==> src/rtl/skew_matrix_pkg.sv <==
`timescale 1ns/1ps
// Shared types and helpers for the skew clock output matrix.
// Assumes three-level selects arrive as 2-bit codes (00 low, 01 mid, 10 high, 11 read as mid).
package skew_matrix_pkg;

    typedef enum logic [1:0] {
        FN_SHIFT = 2'd0,
        FN_DIV2  = 2'd1,
        FN_DIV4  = 2'd2,
        FN_INV   = 2'd3
    } fn_kind_e;

    typedef struct packed {
        fn_kind_e           kind;
        logic signed [3:0]  offset;
    } pair_fn_t;

    // Fold the unused code 11 onto the middle level.
    function automatic logic [1:0] lvl_of(input logic [1:0] raw);
        return (raw == 2'b11) ? 2'b01 : raw;
    endfunction

    // Nine-way index 3*upper + lower.
    function automatic logic [3:0] code_index(input logic [1:0] hi, input logic [1:0] lo);
        logic [3:0] a;
        logic [3:0] b;
        a = {2'b00, lvl_of(hi)};
        b = {2'b00, lvl_of(lo)};
        return a * 4'd3 + b;
    endfunction

endpackage

==> src/rtl/skew_phase_gen.sv <==
`timescale 1ns/1ps
// Phase generator: counts ticks within a nominal period and counts periods modulo four.
// Assumes the range select may change at any time; it is latched only at reset and period end.
module skew_phase_gen #(
    parameter int N_LO  = 44,
    parameter int N_MID = 26,
    parameter int N_HI  = 16,
    parameter int PHW   = 6
) (
    input  logic            clk,
    input  logic            rst_n,
    input  logic [1:0]      range_sel,
    output logic [PHW-1:0]  ph,
    output logic [1:0]      seg,
    output logic [PHW-1:0]  n_cur,
    output logic            period_end
);
    import skew_matrix_pkg::*;

    logic [PHW-1:0] n_sel;

    // Map the range level onto a period length.
    always_comb begin
        case (lvl_of(range_sel))
            2'b00:   n_sel = PHW'(N_LO);
            2'b01:   n_sel = PHW'(N_MID);
            default: n_sel = PHW'(N_HI);
        endcase
    end

    assign period_end = (ph == n_cur - PHW'(1));

    // Advance the tick and period counters; reload the period length at the boundary.
    always_ff @(posedge clk) begin
        if (!rst_n) begin
            ph    <= '0;
            seg   <= '0;
            n_cur <= n_sel;
        end else if (period_end) begin
            ph    <= '0;
            seg   <= seg + 2'd1;
            n_cur <= n_sel;
        end else begin
            ph    <= ph + PHW'(1);
        end
    end

endmodule

==> src/rtl/skew_pair_cfg.sv <==
`timescale 1ns/1ps
// Per-section function select: latches the two selects at period end and decodes them.
// WIDE_STEP picks two-unit steps with divided corners; CORNER_INV turns the top corner into inversion.
module skew_pair_cfg #(
    parameter bit WIDE_STEP  = 1'b0,
    parameter bit CORNER_INV = 1'b0
) (
    input  logic                        clk,
    input  logic                        rst_n,
    input  logic                        load,
    input  logic [1:0]                  f_hi,
    input  logic [1:0]                  f_lo,
    output skew_matrix_pkg::pair_fn_t   fn
);
    import skew_matrix_pkg::*;

    logic [3:0] idx_q;
    logic [3:0] rel;

    // Hold the select index; only reset or a period boundary may replace it.
    always_ff @(posedge clk) begin
        if (!rst_n || load) begin
            idx_q <= code_index(f_hi, f_lo);
        end
    end

    assign rel = idx_q - 4'd4;

    generate
        if (WIDE_STEP) begin : g_wide
            // Two-unit steps, corners give division or inversion.
            always_comb begin
                fn.kind   = FN_SHIFT;
                fn.offset = $signed(rel << 1);
                if (idx_q == 4'd0) begin
                    fn.kind   = FN_DIV2;
                    fn.offset = '0;
                end else if (idx_q == 4'd8) begin
                    fn.kind   = CORNER_INV ? FN_INV : FN_DIV4;
                    fn.offset = '0;
                end
            end
        end else begin : g_narrow
            // Single-unit steps across all nine codes.
            always_comb begin
                fn.kind   = FN_SHIFT;
                fn.offset = $signed(rel);
            end
        end
    endgenerate

endmodule

==> src/rtl/skew_pair_out.sv <==
`timescale 1ns/1ps
// Output stage of one pair: forms the waveform from the phase state or the reference, then registers it.
// Assumes |offset| < n_cur and n_cur even, so one wrap step is enough.
module skew_pair_out #(
    parameter int PHW = 6
) (
    input  logic                        clk,
    input  logic                        rst_n,
    input  skew_matrix_pkg::pair_fn_t   fn,
    input  logic [PHW-1:0]              ph,
    input  logic [1:0]                  seg,
    input  logic [PHW-1:0]              n_cur,
    input  logic                        test_act,
    input  logic                        ref_lvl,
    input  logic [1:0]                  rdiv,
    output logic                        q0,
    output logic                        q1
);
    import skew_matrix_pkg::*;

    localparam int DW = PHW + 2;

    logic signed [DW-1:0] n_s;
    logic signed [DW-1:0] half_s;
    logic signed [DW-1:0] d_raw;
    logic signed [DW-1:0] d_wrap;
    logic                 shift_hi;
    logic                 gen_val;
    logic                 tst_val;
    logic                 nxt;

    // Shifted phase wrapped into one period, compared to the half period.
    always_comb begin
        n_s    = $signed({2'b00, n_cur});
        half_s = n_s >>> 1;
        d_raw  = $signed({2'b00, ph}) - DW'(fn.offset);
        if (d_raw < 0) begin
            d_wrap = d_raw + n_s;
        end else if (d_raw >= n_s) begin
            d_wrap = d_raw - n_s;
        end else begin
            d_wrap = d_raw;
        end
        shift_hi = (d_wrap < half_s);
    end

    // Pick the generated and the bypass value for this pair's function.
    always_comb begin
        case (fn.kind)
            FN_DIV2: begin gen_val = ~seg[0];   tst_val = rdiv[0];  end
            FN_DIV4: begin gen_val = ~seg[1];   tst_val = rdiv[1];  end
            FN_INV:  begin gen_val = ~shift_hi; tst_val = ~ref_lvl; end
            default: begin gen_val = shift_hi;  tst_val = ref_lvl;  end
        endcase
        nxt = test_act ? tst_val : gen_val;
    end

    // Register both drivers of the pair; reset holds them low.
    always_ff @(posedge clk) begin
        if (!rst_n) begin
            q0 <= 1'b0;
            q1 <= 1'b0;
        end else begin
            q0 <= nxt;
            q1 <= nxt;
        end
    end

endmodule

==> src/rtl/skew_clk_matrix.sv <==
`timescale 1ns/1ps
// Four-section programmable skew clock matrix driven by a time-unit clock.
// Sections 1-2 shift by single units; 3-4 by two units with divided or inverted corners.
// Assumes all period lengths are even and larger than twice the largest offset.
module skew_clk_matrix #(
    parameter int N_LO  = 44,
    parameter int N_MID = 26,
    parameter int N_HI  = 16
) (
    input  logic        clk,
    input  logic        rst_n,
    input  logic [1:0]  range_sel,
    input  logic [1:0]  test_sel,
    input  logic        ref_lvl,
    input  logic [7:0]  sel_f1,
    input  logic [7:0]  sel_f0,
    output logic [3:0]  q0,
    output logic [3:0]  q1
);
    import skew_matrix_pkg::*;

    localparam int NPAIR = 4;
    localparam int NMAX  = (N_LO > N_MID) ? ((N_LO > N_HI) ? N_LO : N_HI)
                                          : ((N_MID > N_HI) ? N_MID : N_HI);
    localparam int PHW   = $clog2(NMAX + 1);

    logic [PHW-1:0]         ph;
    logic [1:0]             seg;
    logic [PHW-1:0]         n_cur;
    logic                   period_end;
    logic                   test_act;
    logic                   ref_d;
    logic [1:0]             rdiv;
    logic [1:0]             rdiv_nxt;
    pair_fn_t [NPAIR-1:0]   pair_fn;

    skew_phase_gen #(
        .N_LO (N_LO),
        .N_MID(N_MID),
        .N_HI (N_HI),
        .PHW  (PHW)
    ) i_phase (
        .clk       (clk),
        .rst_n     (rst_n),
        .range_sel (range_sel),
        .ph        (ph),
        .seg       (seg),
        .n_cur     (n_cur),
        .period_end(period_end)
    );

    assign test_act = (lvl_of(test_sel) != 2'b00);
    assign rdiv_nxt = rdiv + {1'b0, test_act & ref_lvl & ~ref_d};

    // Track reference rising edges for the bypass dividers.
    always_ff @(posedge clk) begin
        if (!rst_n) begin
            ref_d <= 1'b0;
            rdiv  <= '0;
        end else begin
            ref_d <= ref_lvl;
            rdiv  <= rdiv_nxt;
        end
    end

    generate
        for (genvar p = 0; p < NPAIR; p++) begin : g_pair
            skew_pair_cfg #(
                .WIDE_STEP (p >= 2),
                .CORNER_INV(p == 3)
            ) i_cfg (
                .clk  (clk),
                .rst_n(rst_n),
                .load (period_end),
                .f_hi (sel_f1[2*p +: 2]),
                .f_lo (sel_f0[2*p +: 2]),
                .fn   (pair_fn[p])
            );

            skew_pair_out #(
                .PHW(PHW)
            ) i_out (
                .clk     (clk),
                .rst_n   (rst_n),
                .fn      (pair_fn[p]),
                .ph      (ph),
                .seg     (seg),
                .n_cur   (n_cur),
                .test_act(test_act),
                .ref_lvl (ref_lvl),
                .rdiv    (rdiv_nxt),
                .q0      (q0[p]),
                .q1      (q1[p])
            );
        end
    endgenerate

endmodule

==> config.mk <==
export PLATFORM = sky130hd
export DESIGN_NAME = skew_clk_matrix
export DESIGN_NICKNAME = d
export VERILOG_FILES = /design/src/rtl/skew_matrix_pkg.sv /design/src/rtl/skew_phase_gen.sv /design/src/rtl/skew_pair_cfg.sv /design/src/rtl/skew_pair_out.sv /design/src/rtl/skew_clk_matrix.sv
export SDC_FILE = /design/constraint.sdc
export NUM_CORES = 1
export LEC_CHECK = 0
export BUFFER_PORTS_ARGS = -buffer_cell sky130_fd_sc_hd__buf_2
export CAP_MARGIN = 20
export CORE_UTILIZATION = 53
export CTS_BUF_LIST = sky130_fd_sc_hd__clkbuf_2
export CTS_CLUSTER_DIAMETER = 100
export DETAILED_ROUTE_END_ITERATION = 7
export PLACE_DENSITY = 0.81
export SLEW_MARGIN = 20
export SYNTH_ARGS = -nofsm -noshare
export SYNTH_HDL_FRONTEND = slang
export SYNTH_SLANG_ARGS = --single-unit
==> constraint.sdc <==
create_clock -name clk -period 9.97 [get_ports clk]
set_input_delay 2.4925 -clock clk [delete_from_list [all_inputs] [get_ports clk]]
set_output_delay 2.4925 -clock clk [all_outputs]
set_load 0.05 [all_outputs]
==> parameters.txt, run 1 <==
Parameter                              Value

Timing
  Actual transition at the worst max-transition pin    between 900 and 1000 ps
  Tcrit/Tclk final    0.507
  Final Max Tran Viols    0
  Total Neg Setup Slack    0 ps
  Clock tree skew after final layout    23.5 ps
  Number of hold-slack violations in the final timing report    0
  Unrepaired setup endpoints after global routing    false
  Slew HR    0.318
  Final Setup Violations    0
  Fmax    198 MHz
  Hold Slack    561 ps
  Final worst path period need    5060 ps

Detailed routing
  Number of iterations in the first detailed-routing pass    6
  Final Routed Wirelength    around 13 mm
  Vias after detailed routing    4809
  Detailed Route Iter0 Violations    between 300 and 400
  Post-DRT Antenna Nets    0
  Count of unresolved DRC violations after routing    0
  Avg WL per Cell    ~16 um
  Ratio of routed vias to standard cells    approximately 6.0

Synth
  XOR/XNOR Fraction of Synth Area    0.0560
  Compound-gate portion of the synthesized area    0.214
  Flops & latches, synth    35
  Most instantiated cells after synthesis    sky130_fd_sc_hd__ha_1 (101), sky130_fd_sc_hd__inv_1 (72), sky130_fd_sc_hd__nor2_1 (54)
  Synthesized Nets    790
  Cells after synthesis    650
  Cell area after synthesis    approximately 5500 um^2
  Library cell with the highest instance count after synthesis    sky130_fd_sc_hd__ha_1
  Post-synth ARST share    0
  Area share of the leading cell type in the synthesized netlist    0.231
  Average size of a mapped cell    ~8.4 um^2
  Area contributors post-synth    sky130_fd_sc_hd__ha_1 (23%), sky130_fd_sc_hd__edfxtp_1 (11%), sky130_fd_sc_hd__fa_1 (5.8%), sky130_fd_sc_hd__dfxtp_1 (5.5%), sky130_fd_sc_hd__inv_1 (4.9%)
  Post-synth EDFFs    20
  Share of synthesized area occupied by flip-flops and latches    0.164
  Dominant register cell in the synthesized netlist    sky130_fd_sc_hd__edfxtp_1
  Portion of netlist area occupied by mux cells    0.0226
  Cell accounting for the most synthesized area    sky130_fd_sc_hd__ha_1
  Warnings, synthesis    0
  Number of unique standard cell types used by synthesis    75
  Largest family of logic cells by synthesized area    adder cells
  Simple-Gate Fraction of Synth Area    0.180
  Synth Area in Adders    0.289

Clock network
  Maximum clock path buffer count    2
  Maximum level of the CTS H-tree    2
  Cts hold-fix bufs    0
  Clock transition time at the flip-flop clock pins of the worst setup and hold paths    ~200 ps
  Setup repair bufs after CTS    0
  Number of clock buffers inserted by TritonCTS    5
  Sink count of the clock tree    35
  Number of gates given a new drive strength after cts    0
  CTS tree    done
  Clk root buf    sky130_fd_sc_hd__clkbuf_2
  Insertion delay of the later-clocked pin in the worst-skew pair    410 ps

Job
  Number of maximum-capacitance constraint violations    0

Global route
  Leftover overflow at the end of global routing    0
  Initial antenna violation count    0
  GRT Util Overall    0.247
  Global-route wire length before repair    21.8 mm
  Largest net degree at the start of global routing    27
  Via count of the first global-routing pass    4780

Critical path
  Worst setup path endpoint    g_pair[2].i_out.q0$_SDFF_PN0_
  CP Max Fanout    9
  CP arrival    roughly 5400 ps
  WP data required    between 10000 and 15000 ps
  Destination of the worst register-to-register timing path    g_pair[2].i_out.q0$_SDFF_PN0_
  Worst setup path startpoint    g_pair[2].i_cfg.idx_q[1]$_DFFE_PP_
  Kind of launch point of the worst setup path    register
  Worst Reg-to-Reg Cells    21
  FF-to-FF Start    g_pair[2].i_cfg.idx_q[1]$_DFFE_PP_
  Category of the critical setup timing path    register to register
  Worst setup EP type    register
  Worst-case register-to-register setup slack    roughly 4900 ps

Pwr
  Max IR drop VDD    approximately 85 uV
  Ratio of total power to cell area    between 150 and 200 nW/um^2
  Static Leak    roughly 0.0027 uW

Die
  Horiz. Die Dim    ~100 um
  Vertical die dimension    104 um
  Full die area    ~11000 um^2
  Initial core utilization    0.553
  IO Pins    31
  Num rows    36
  Core region area    9910 um^2

Final layout
  Antenna cells    0
  P&R area growth vs syn    5.32%
  Fill cells    between 800 and 900
  Nets    between 800 and 900
  Share of layout cells above drive strength 1    0.0943

Placement
  Number of buffer cells added on primary ports    30
  DP HPWL    9.99 mm
  GP Congestion    roughly 0.91

Run status
  Outcome    finished, final reports clean

Min path
  Type of the most critical hold path    register to register
## per-stage QoR
stage	area [um^2]	setup slack, ps	power, uW	utilization	cells
final	5770	4910	905	0.582	801
after global routing	5770	4520	993	0.582	801
after CTS	5760	4980	896	0.581	801
after detailed placement	5700	4980	801	0.575	793
after global placement	5690	5080	775	0.574	792
after floorplan	5480	5430	685	-	650
## layout make-up
| type | count | area, um^2 | area share |
|---|---|---|---|
| clock inverter | 3 | 38.8 | 0.00672 |
| clock buffer | 5 | 25.0 | 0.00434 |
| tap | 133 | 166 | 0.0288 |
| inverter | 73 | 274 | 0.0475 |
| timing repair buffer | 33 | 176 | 0.0306 |
| multi-input combinational | 519 | 4190 | 0.726 |
| sequential | 35 | 901 | 0.156 |
## report_power, final
group / leakage [uW] / internal [uW] / total (uW) / switching (uW)
logic: 0.00235 / 258 / 632 / 373
registers: 0.000320 / 167 / 181 / 13.5
clock network: 0.0000404 / 41.3 / 92.5 / 51.2
total: 0.00271 / 467 / 905 / 438
## worst max-delay path, cell delays in order (launching register included)
cell                       delay, ps
sky130_fd_sc_hd__edfxtp_1        480
sky130_fd_sc_hd__o21bai_1        560
sky130_fd_sc_hd__ha_1            400
sky130_fd_sc_hd__o21a_1          160
sky130_fd_sc_hd__o21a_1          190
sky130_fd_sc_hd__nor2_1          270
sky130_fd_sc_hd__ha_1            360
sky130_fd_sc_hd__inv_1           100
sky130_fd_sc_hd__a311oi_1         60
sky130_fd_sc_hd__nor3_1          240
sky130_fd_sc_hd__nand2_1         200
sky130_fd_sc_hd__a221oi_1        290
sky130_fd_sc_hd__a21oi_1          60
sky130_fd_sc_hd__a21o_1          160
sky130_fd_sc_hd__ha_1            300
sky130_fd_sc_hd__nand2_1          60
sky130_fd_sc_hd__o21ai_0         190
sky130_fd_sc_hd__a21oi_1         140
sky130_fd_sc_hd__nor2b_1         150
sky130_fd_sc_hd__a21o_1          190
sky130_fd_sc_hd__a221oi_1        320
sky130_fd_sc_hd__a21oi_1         110
## how the worst min path moves through the flow
stage,from,endpoint,slack [ps],depth (start not counted)
after floorplan,i_phase.ph[0]$_SDFF_PP0_,i_phase.ph[0]$_SDFF_PP0_,470,1
after global routing,rdiv[1]$_SDFF_PN0_,rdiv[1]$_SDFF_PN0_,600,2
after CTS,i_phase.ph[0]$_SDFF_PP0_,i_phase.ph[0]$_SDFF_PP0_,560,1
final,i_phase.ph[0]$_SDFF_PP0_,i_phase.ph[0]$_SDFF_PP0_,560,1
after detailed placement,i_phase.ph[0]$_SDFF_PP0_,i_phase.ph[0]$_SDFF_PP0_,520,1
after global placement,i_phase.ph[0]$_SDFF_PP0_,i_phase.ph[0]$_SDFF_PP0_,490,1
## layout by cell type (no fill, tap or decap), types with 4 or more instances in the layout
cell type,synthesis,layout
sky130_fd_sc_hd__xor2_1,15,14
sky130_fd_sc_hd__o21a_1,6,6
sky130_fd_sc_hd__o21ai_0,24,24
sky130_fd_sc_hd__o21ai_1,9,8
sky130_fd_sc_hd__a21o_1,18,18
sky130_fd_sc_hd__nand2_1,28,28
sky130_fd_sc_hd__and2_1,6,6
sky130_fd_sc_hd__xnor2_1,15,15
sky130_fd_sc_hd__ha_1,101,101
sky130_fd_sc_hd__inv_1,72,72
sky130_fd_sc_hd__or2_2,6,6
sky130_fd_sc_hd__a31oi_1,8,8
sky130_fd_sc_hd__a21oi_1,37,37
sky130_fd_sc_hd__buf_2,2,30
sky130_fd_sc_hd__nor3_1,19,19
sky130_fd_sc_hd__o221ai_1,4,4
sky130_fd_sc_hd__fa_1,16,16
sky130_fd_sc_hd__o211ai_1,9,9
sky130_fd_sc_hd__nor2b_1,25,25
sky130_fd_sc_hd__nor3b_1,4,4
sky130_fd_sc_hd__edfxtp_1,20,20
sky130_fd_sc_hd__nor2_1,54,54
sky130_fd_sc_hd__clkbuf_2,0,5
sky130_fd_sc_hd__mux2i_1,9,9
sky130_fd_sc_hd__nand2b_1,18,18
sky130_fd_sc_hd__dfxtp_1,15,15
sky130_fd_sc_hd__o21bai_1,9,9
sky130_fd_sc_hd__nand3_1,9,9
## cells by family (layout without fill, tap and decap cells)
family / Yosys count / in the layout
adder cells (fa/ha/maj): 117 / 117
XOR/XNOR: 32 / 32
flip-flops: 35 / 35
AO/OA/AOI/OAI: 168 / 168
AND/OR/NAND/NOR: 191 / 191
buffers and inverters: 96 / 114
multiplexers: 11 / 11
## state kept, by name (all words and copies together), names as in the netlist
register	cells
g_pair.i_cfg.idx_q	16
i_phase.ph	6
rdiv	2
i_phase.seg	2
ref_d	1
g_pair.i_out.q0	4
i_phase.n_cur	4
## per-layer routing
layer	wire [um]	track usage	part of all wire	vias to the layer above
met5	0	0	0	-
met4	343	0.107	0.027	0
met3	676	0.0359	0.052	31
met2	6180	0.423	0.48	156
met1	5710	0.310	0.44	2287
li1	-	-	-	2335
No activity file was read; power rests on OpenSTA's default activity.
==> inputs of run 2 (changes only) <==
--- a/config.mk
+++ b/config.mk
@@ -11,7 +11,7 @@
 export CTS_BUF_LIST = sky130_fd_sc_hd__clkbuf_2
 export CTS_CLUSTER_DIAMETER = 100
 export DETAILED_ROUTE_END_ITERATION = 7
-export PLACE_DENSITY = 0.81
+export PLACE_DENSITY = 0.84
 export SLEW_MARGIN = 20
 export SYNTH_ARGS = -nofsm -noshare
 export SYNTH_HDL_FRONTEND = slang
==> constraint.sdc (replaced) <==
create_clock -name clk -period 4.5 [get_ports clk]
set_input_delay 1.125 -clock clk [delete_from_list [all_inputs] [get_ports clk]]
set_output_delay 1.125 -clock clk [all_outputs]
set_load 0.05 [all_outputs]
==> run 2 against run 1 <==
  * Combinational power rose to 2.5 times the previous value
  * Clock power increased by 63%
  * Count of clock-buffer cells in the layout unchanged
  * Largest cell class unchanged
  * Global-route usage increased by 0.93 points
  * Critical endpoint unchanged
  * Critical path type unchanged
  * Final cell count up 4.6%
  * Routed wire length rose by 12%
  * Register-to-register slack worse by 4800 ps
  * Clock skew is 9.1 ps higher
  * Sequential power rose by 120%
  * Critical path depth is 1 lower
  * Via count grew 5.6%
  * Final area is 7.3% higher
==> parameters.txt, run 2 (synthesized netlist as in run 1, its figures left out) <==
Parameter                              Value

Detailed routing
  Detailed Route Iter0 Violations    approximately 200
  Post-DRT Antenna Nets    0
  Count of unresolved DRC violations after routing    0
  Avg WL per Cell    17.2 um
  Ratio of routed vias to standard cells    6.06
  Number of iterations in the first detailed-routing pass    5
  Vias after detailed routing    between 5k and 6k
  Final Routed Wirelength    approximately 14 mm

Final layout
  Nets    around 850
  Fill cells    between 800 and 900
  Largest register by flop count    g_pair.i_cfg.idx_q
  Finished Core Util    0.625
  Antenna cells    0
  Register Area    around 900 um^2
  Registers with the most flip-flops    g_pair.i_cfg.idx_q x16, i_phase.ph x6
  Number of flip-flops in the largest register    16
  Most common library cell in the layout ignoring fill and taps    sky130_fd_sc_hd__ha_1
  P&R area growth vs syn    13.0%
  Total area of multi-input combinational cells    between 4000 and 5000 um^2
  Commonest cells after routing, fill and taps aside    sky130_fd_sc_hd__ha_1 (94), sky130_fd_sc_hd__inv_1 (72), sky130_fd_sc_hd__nor2_1 (51)
  Share of layout cells above drive strength 1    0.184

Die
  Horiz. Die Dim    104 um
  Initial core utilization    0.553
  Vertical die dimension    roughly 100 um
  Full die area    around 11000 um^2
  IO Pins    31
  Num rows    36
  Core region area    9910 um^2

Global route
  Largest net degree at the start of global routing    25
  Leftover overflow at the end of global routing    0
  Global routing met1 resource utilization    0.302
  GR met2 Demand/Resource    0.473
  Global-route wire length before repair    22.8 mm
  Met3 track demand over resource    0.0277
  Most used routing layer    met2
  Initial antenna violation count    0
  GRT Util Overall    0.257
  Via count of the first global-routing pass    a little over 5k

Pwr
  Flop pwr share    0.185
  Static Leak    roughly 0.0029 uW
  Ratio of total power to cell area    between 300 and 400 nW/um^2
  Part of the total power dissipated in the clock network    0.071
  Part of the total power dissipated in combinational logic    0.744
  Internal Dissipation    1080 uW
  Switching power share of the total    0.493
  Net load switching power    ~1100 uW
  Total design power    between 2000 and 2500 uW
  Max IR drop VDD    between 150 and 200 uV

Timing
  Fmax    ~230 MHz
  Actual transition at the worst max-transition pin    898 ps
  Number of hold-slack violations in the final timing report    0
  Final Max Tran Viols    0
  Unrepaired setup endpoints after global routing    true
  Final Setup Violations    0
  Tcrit/Tclk final    0.970
  Slew HR    0.395
  Final worst path period need    4370 ps
  Clock tree skew after final layout    32.6 ps
  Final worst setup slack    approximately 130 ps

Critical path
  FF-to-FF Start    g_pair[2].i_cfg.idx_q[0]$_DFFE_PP_
  Worst path top cell family by delay    compound AO/OA/AOI/OAI gates
  Kind of launch point of the worst setup path    register
  Worst setup EP type    register
  CP Max Fanout    6
  Crit path buffers/inverters    1
  Crit-path cells    ha_1 -> inv_1 -> fa_2 -> ha_1 -> nor2b_1 -> o21ai_2 -> a311oi_2 -> nor3_2 -> nand2_2 -> a221oi_2 -> a21oi_1 -> a21o_1 -> ha_1 -> nand2_1 -> o21ai_0 -> a21oi_1 -> nor2b_1 -> a21o_1 -> a221oi_1 -> a21oi_1
  Worst setup path startpoint    g_pair[2].i_cfg.idx_q[0]$_DFFE_PP_
  CP arrival    4670 ps
  Largest incremental delay on the critical path    ~480 ps
  Critical path's slowest cell    sky130_fd_sc_hd__fa_2
  WP data required    between 4000 and 5000 ps
  Category of the critical setup timing path    register to register

Job
  Number of maximum-capacitance constraint violations    0

Clock network
  Clock transition time at the flip-flop clock pins of the worst setup and hold paths    between 200 and 250 ps
  Number of clock buffers inserted by TritonCTS    5
  Maximum clock path buffer count    2
  Sink count of the clock tree    35
  Maximum level of the CTS H-tree    2
  Clk root buf    sky130_fd_sc_hd__clkbuf_2
  Insertion delay of the later-clocked pin in the worst-skew pair    roughly 400 ps
  CTS tree    done

Placement
  Number of buffer cells added on primary ports    30
  GP Congestion    0.923
  Worst setup slack before clock tree synthesis    -4.77 ps
  DP HPWL    around 11 mm

Run status
  Outcome    finished, final reports clean

Min path
  Type of the most critical hold path    register to register
  Critical hold path startpoint    rdiv[1]$_SDFF_PN0_
run 2: cell count changes in the layout (fill, tap and decap cells not counted), sizes merged:
| cell | change |
|---|---|
| xor2 | +1 |
| buf | +37 |
| clkinv | -1 |
| inv | +1 |
| bufinv | -1 |
run 2: path summary, 6_finish.rpt:
check / end / slack [ps] / cells after the start
max reg2reg: g_pair[2].i_out.q0$_SDFF_PN0_ / 130 / 20
min: rdiv[1]$_SDFF_PN0_ / 570 / 2
min reg2reg: rdiv[1]$_SDFF_PN0_ / 570 / 2
max: g_pair[2].i_out.q0$_SDFF_PN0_ / 130 / 20
run 2: power groups by stage:
stage,clock network (uW),logic [uW],registers [uW]
2_1_floorplan,0,1120,399
3_3_place_gp,0,1370,397
3_5_place_dp,0,1450,399
4_1_cts,153,1460,392
5_1_grt,167,1740,397
6_report,151,1590,394
run 2: per-layer routing:
layer	share of wire	wire, um
met4	0.039	560
met1	0.41	5890
met2	0.50	7250
met3	0.051	739
met5	0	0
run 2: cell type report:
cell class	count	share of cell area
Inverter	73	0.0443
Tap cell	133	0.0269
Multi-Input combinational cell	520	0.705
Clock buffer	5	0.00404
Clock inverter	2	0.00141
Sequential cell	35	0.146
Timing Repair Buffer	70	0.0728
run 2: what timing repair did:
action | in CTS | in global routing
hold buffers | 0 | 0
endpoints found under the setup margin | 1 | 4
setup buffers | 0 | 9
resized for setup | 1 | 34
pin swaps | 0 | 8
cloned | 0 | 1
run 2: worst min-delay path, stage by stage (launching register included):
cell and delay, ps:
sky130_fd_sc_hd__dfxtp_1 370, sky130_fd_sc_hd__xnor2_1 80, sky130_fd_sc_hd__nor2b_1 100
run 2: per-stage QoR:
step / hold WS, ps / area (um^2) / TNS [ps] / std cells
detailed placement: 523 / 5910 / -9.43 / 821
global route: 591 / 6190 / -141 / 838
finish: 570 / 6190 / 0 / 838
floorplan: 466 / 5480 / 0 / 650
global placement: 510 / 5910 / 0 / 821
CTS: 567 / 5940 / 0 / 828
==> inputs of run 3 (changes only) <==
--- a/config.mk
+++ b/config.mk
@@ -11,6 +11,7 @@
 export CTS_BUF_LIST = sky130_fd_sc_hd__clkbuf_2
 export CTS_CLUSTER_DIAMETER = 100
 export DETAILED_ROUTE_END_ITERATION = 7
+export MAX_ROUTING_LAYER = met4
 export PLACE_DENSITY = 0.84
 export SLEW_MARGIN = 20
 export SYNTH_ARGS = -nofsm -noshare
==> run 3 against run 2 <==
  * Setup slack better by 3.8 ps
  * Utilization down 0.67 points
  * Via count decreased by 0.53%
  * Clock power is 3% higher
  * First-iteration DRC count up 2.5%
  * Clock skew grew 33 ps
  * Highest routed layer unchanged
==> parameters.txt, run 3 (synthesized netlist as in run 1, its figures left out) <==
Parameter                              Value

Run status
  Outcome    finished, final reports clean

Critical path
  FF-to-FF Start    i_phase.ph[1]$_SDFF_PP0_
  Most common cell on crit path    sky130_fd_sc_hd__ha_1
  WP data required    between 4000 and 5000 ps
  Worst-case register-to-register setup slack    roughly 140 ps
  Worst setup EP type    register
  Kind of launch point of the worst setup path    register
  Worst path top cell family by delay    compound AO/OA/AOI/OAI gates
  Worst setup path endpoint    g_pair[1].i_out.q0$_SDFF_PN0_
  Crit-path cells    buf_4 -> ha_1 -> nor2b_1 -> o21ai_2 -> a21oi_4 -> mux2i_1 -> a2111oi_2 -> ha_1 -> inv_1 -> a21o_1 -> a31o_2 -> a311o_1 -> buf_4 -> a21oi_1 -> mux2_2 -> ha_1 -> a21o_1 -> a21oi_1 -> nor2b_1 -> o21ai_1 -> nand2_1 -> o22ai_1
  Category of the critical setup timing path    register to register
  Worst Reg-to-Reg Cells    22
  CP Max Fanout    8
  CP arrival    4700 ps
  Critical path's slowest cell    sky130_fd_sc_hd__a2111oi_2
  Crit path buffers/inverters    3
  Logic depth of the worst path, buffers included    22
  Worst setup path startpoint    i_phase.ph[1]$_SDFF_PP0_
  Destination of the worst register-to-register timing path    g_pair[1].i_out.q0$_SDFF_PN0_
  Largest incremental delay on the critical path    440 ps

Placement
  GP Congestion    ~0.95
  Post-detailed-placement cell area    ~5900 um^2
  Number of buffer cells added on primary ports    30
  Worst setup slack before clock tree synthesis    roughly 70 ps
  DP HPWL    10.6 mm

Timing
  Total Neg Setup Slack    0 ps
  Tcrit/Tclk final    0.969
  Clock tree skew after final layout    roughly 66 ps
  Hold Slack    roughly 590 ps
  Actual transition at the worst max-transition pin    876 ps
  Number of hold-slack violations in the final timing report    0
  Final Max Tran Viols    0
  Final worst path period need    between 4000 and 5000 ps
  Slew HR    0.410
  Final worst setup slack    139 ps
  Fmax    between 200 and 250 MHz
  Final Setup Violations    0

Die
  Initial core utilization    0.553
  Horiz. Die Dim    a little over 100 um
  Num rows    36
  IO Pins    31
  Vertical die dimension    ~100 um
  Core region area    9910 um^2
  Full die area    10700 um^2

Min path
  Type of the most critical hold path    register to register
  Critical hold path startpoint    i_phase.ph[0]$_SDFF_PP0_

Pwr
  Static Leak    0.00289 uW
  Total design power    roughly 2100 uW
  Ratio of total power to cell area    between 300 and 400 nW/um^2
  Max IR drop VDD    161 uV

Clock network
  Cts hold-fix bufs    0
  Insertion delay of the later-clocked pin in the worst-skew pair    430 ps
  CTS tree    done
  Maximum clock path buffer count    2
  Clk root buf    sky130_fd_sc_hd__clkbuf_2
  Maximum level of the CTS H-tree    2
  Clock transition time at the flip-flop clock pins of the worst setup and hold paths    200 ps
  Sink count of the clock tree    35
  Number of clock buffers inserted by TritonCTS    5

Detailed routing
  Avg WL per Cell    16.5 um
  Ratio of routed vias to standard cells    about 6
  Count of unresolved DRC violations after routing    0
  Vias after detailed routing    about 5.1k
  Post-DRT Antenna Nets    0
  Final Routed Wirelength    13.8 mm
  Detailed Route Iter0 Violations    206
  Number of iterations in the first detailed-routing pass    4

Final layout
  Antenna cells    0
  Largest register by flop count    g_pair.i_cfg.idx_q
  Commonest cells after routing, fill and taps aside    sky130_fd_sc_hd__ha_1 (97), sky130_fd_sc_hd__inv_1 (72), sky130_fd_sc_hd__nor2_1 (52)
  Nets    between 800 and 900
  Number of flip-flops in the largest register    16
  Registers with the most flip-flops    g_pair.i_cfg.idx_q x16, i_phase.ph x6
  P&R area growth vs syn    11.8%
  Most common library cell in the layout ignoring fill and taps    sky130_fd_sc_hd__ha_1
  Share of layout cells above drive strength 1    0.173
  Cell area after layout    6120 um^2

Global route
  Global routing met1 resource utilization    0.303
  Global-route wire length before repair    around 22 mm
  Initial antenna violation count    0
  Via count of the first global-routing pass    4873
  GRT Util Overall    0.254
  Most used routing layer    met2
  Leftover overflow at the end of global routing    0
  Largest net degree at the start of global routing    26
  Met3 track demand over resource    0.0277
  GR met2 Demand/Resource    0.440

Job
  Number of maximum-capacitance constraint violations    0
## run 3: cell count changes in the layout (fill, tap and decap cells not counted), sizes merged
cell | previous run | this run
buf | 70 | 69
xor2 | 18 | 17
clkbuf | 5 | 6
## run 3: layout make-up
class / count / area (um^2)
Clock buffer: 6 / 30.0
Fill cell: 845 / 3780
Inverter: 73 / 274
Timing Repair Buffer: 69 / 455
Tap cell: 133 / 166
Sequential cell: 35 / 903
Multi-Input combinational cell: 519 / 4290
Clock inverter: 2 / 8.76
## run 3: layer usage
metal | wire [um] | share of wire
met5 | 0 | 0
met4 | 422 | 0.031
met3 | 767 | 0.056
met2 | 6820 | 0.49
met1 | 5790 | 0.42
## run 3: worst min path at each step
stage | to | slack (ps) | depth (start not counted)
floorplan | i_phase.ph[0]$_SDFF_PP0_ | 470 | 1
global placement | rdiv[1]$_SDFF_PN0_ | 510 | 2
detailed placement | rdiv[1]$_SDFF_PN0_ | 540 | 2
CTS | i_phase.ph[0]$_SDFF_PP0_ | 580 | 2
global route | rdiv[1]$_SDFF_PN0_ | 590 | 2
finish | i_phase.ph[0]$_SDFF_PP0_ | 590 | 2
## run 3: timing repair
item	CTS	global route
gates resized for setup	0	29
endpoints found under the setup margin	0	4
buffers inserted	0	9
## run 3: power by group
part	internal, uW	switching [uW]	leakage (uW)	total (uW)
combinational	670	889	0.00254	1560
clock	38.1	117	0.0000304	155
sequential	371	21.2	0.000320	393
total	1080	1030	0.00289	2110
## run 3: worst min-delay path, stage by stage, from the launching register on
cell,delay (ps)
sky130_fd_sc_hd__dfxtp_1,360
sky130_fd_sc_hd__buf_4,150
sky130_fd_sc_hd__nor2b_1,50
## run 3: stage by stage
step	cells	util
5_1_grt	837	0.618
4_1_cts	828	0.600
2_1_floorplan	650	-
6_report	837	0.618
3_5_place_dp	820	0.596
3_3_place_gp	820	0.596
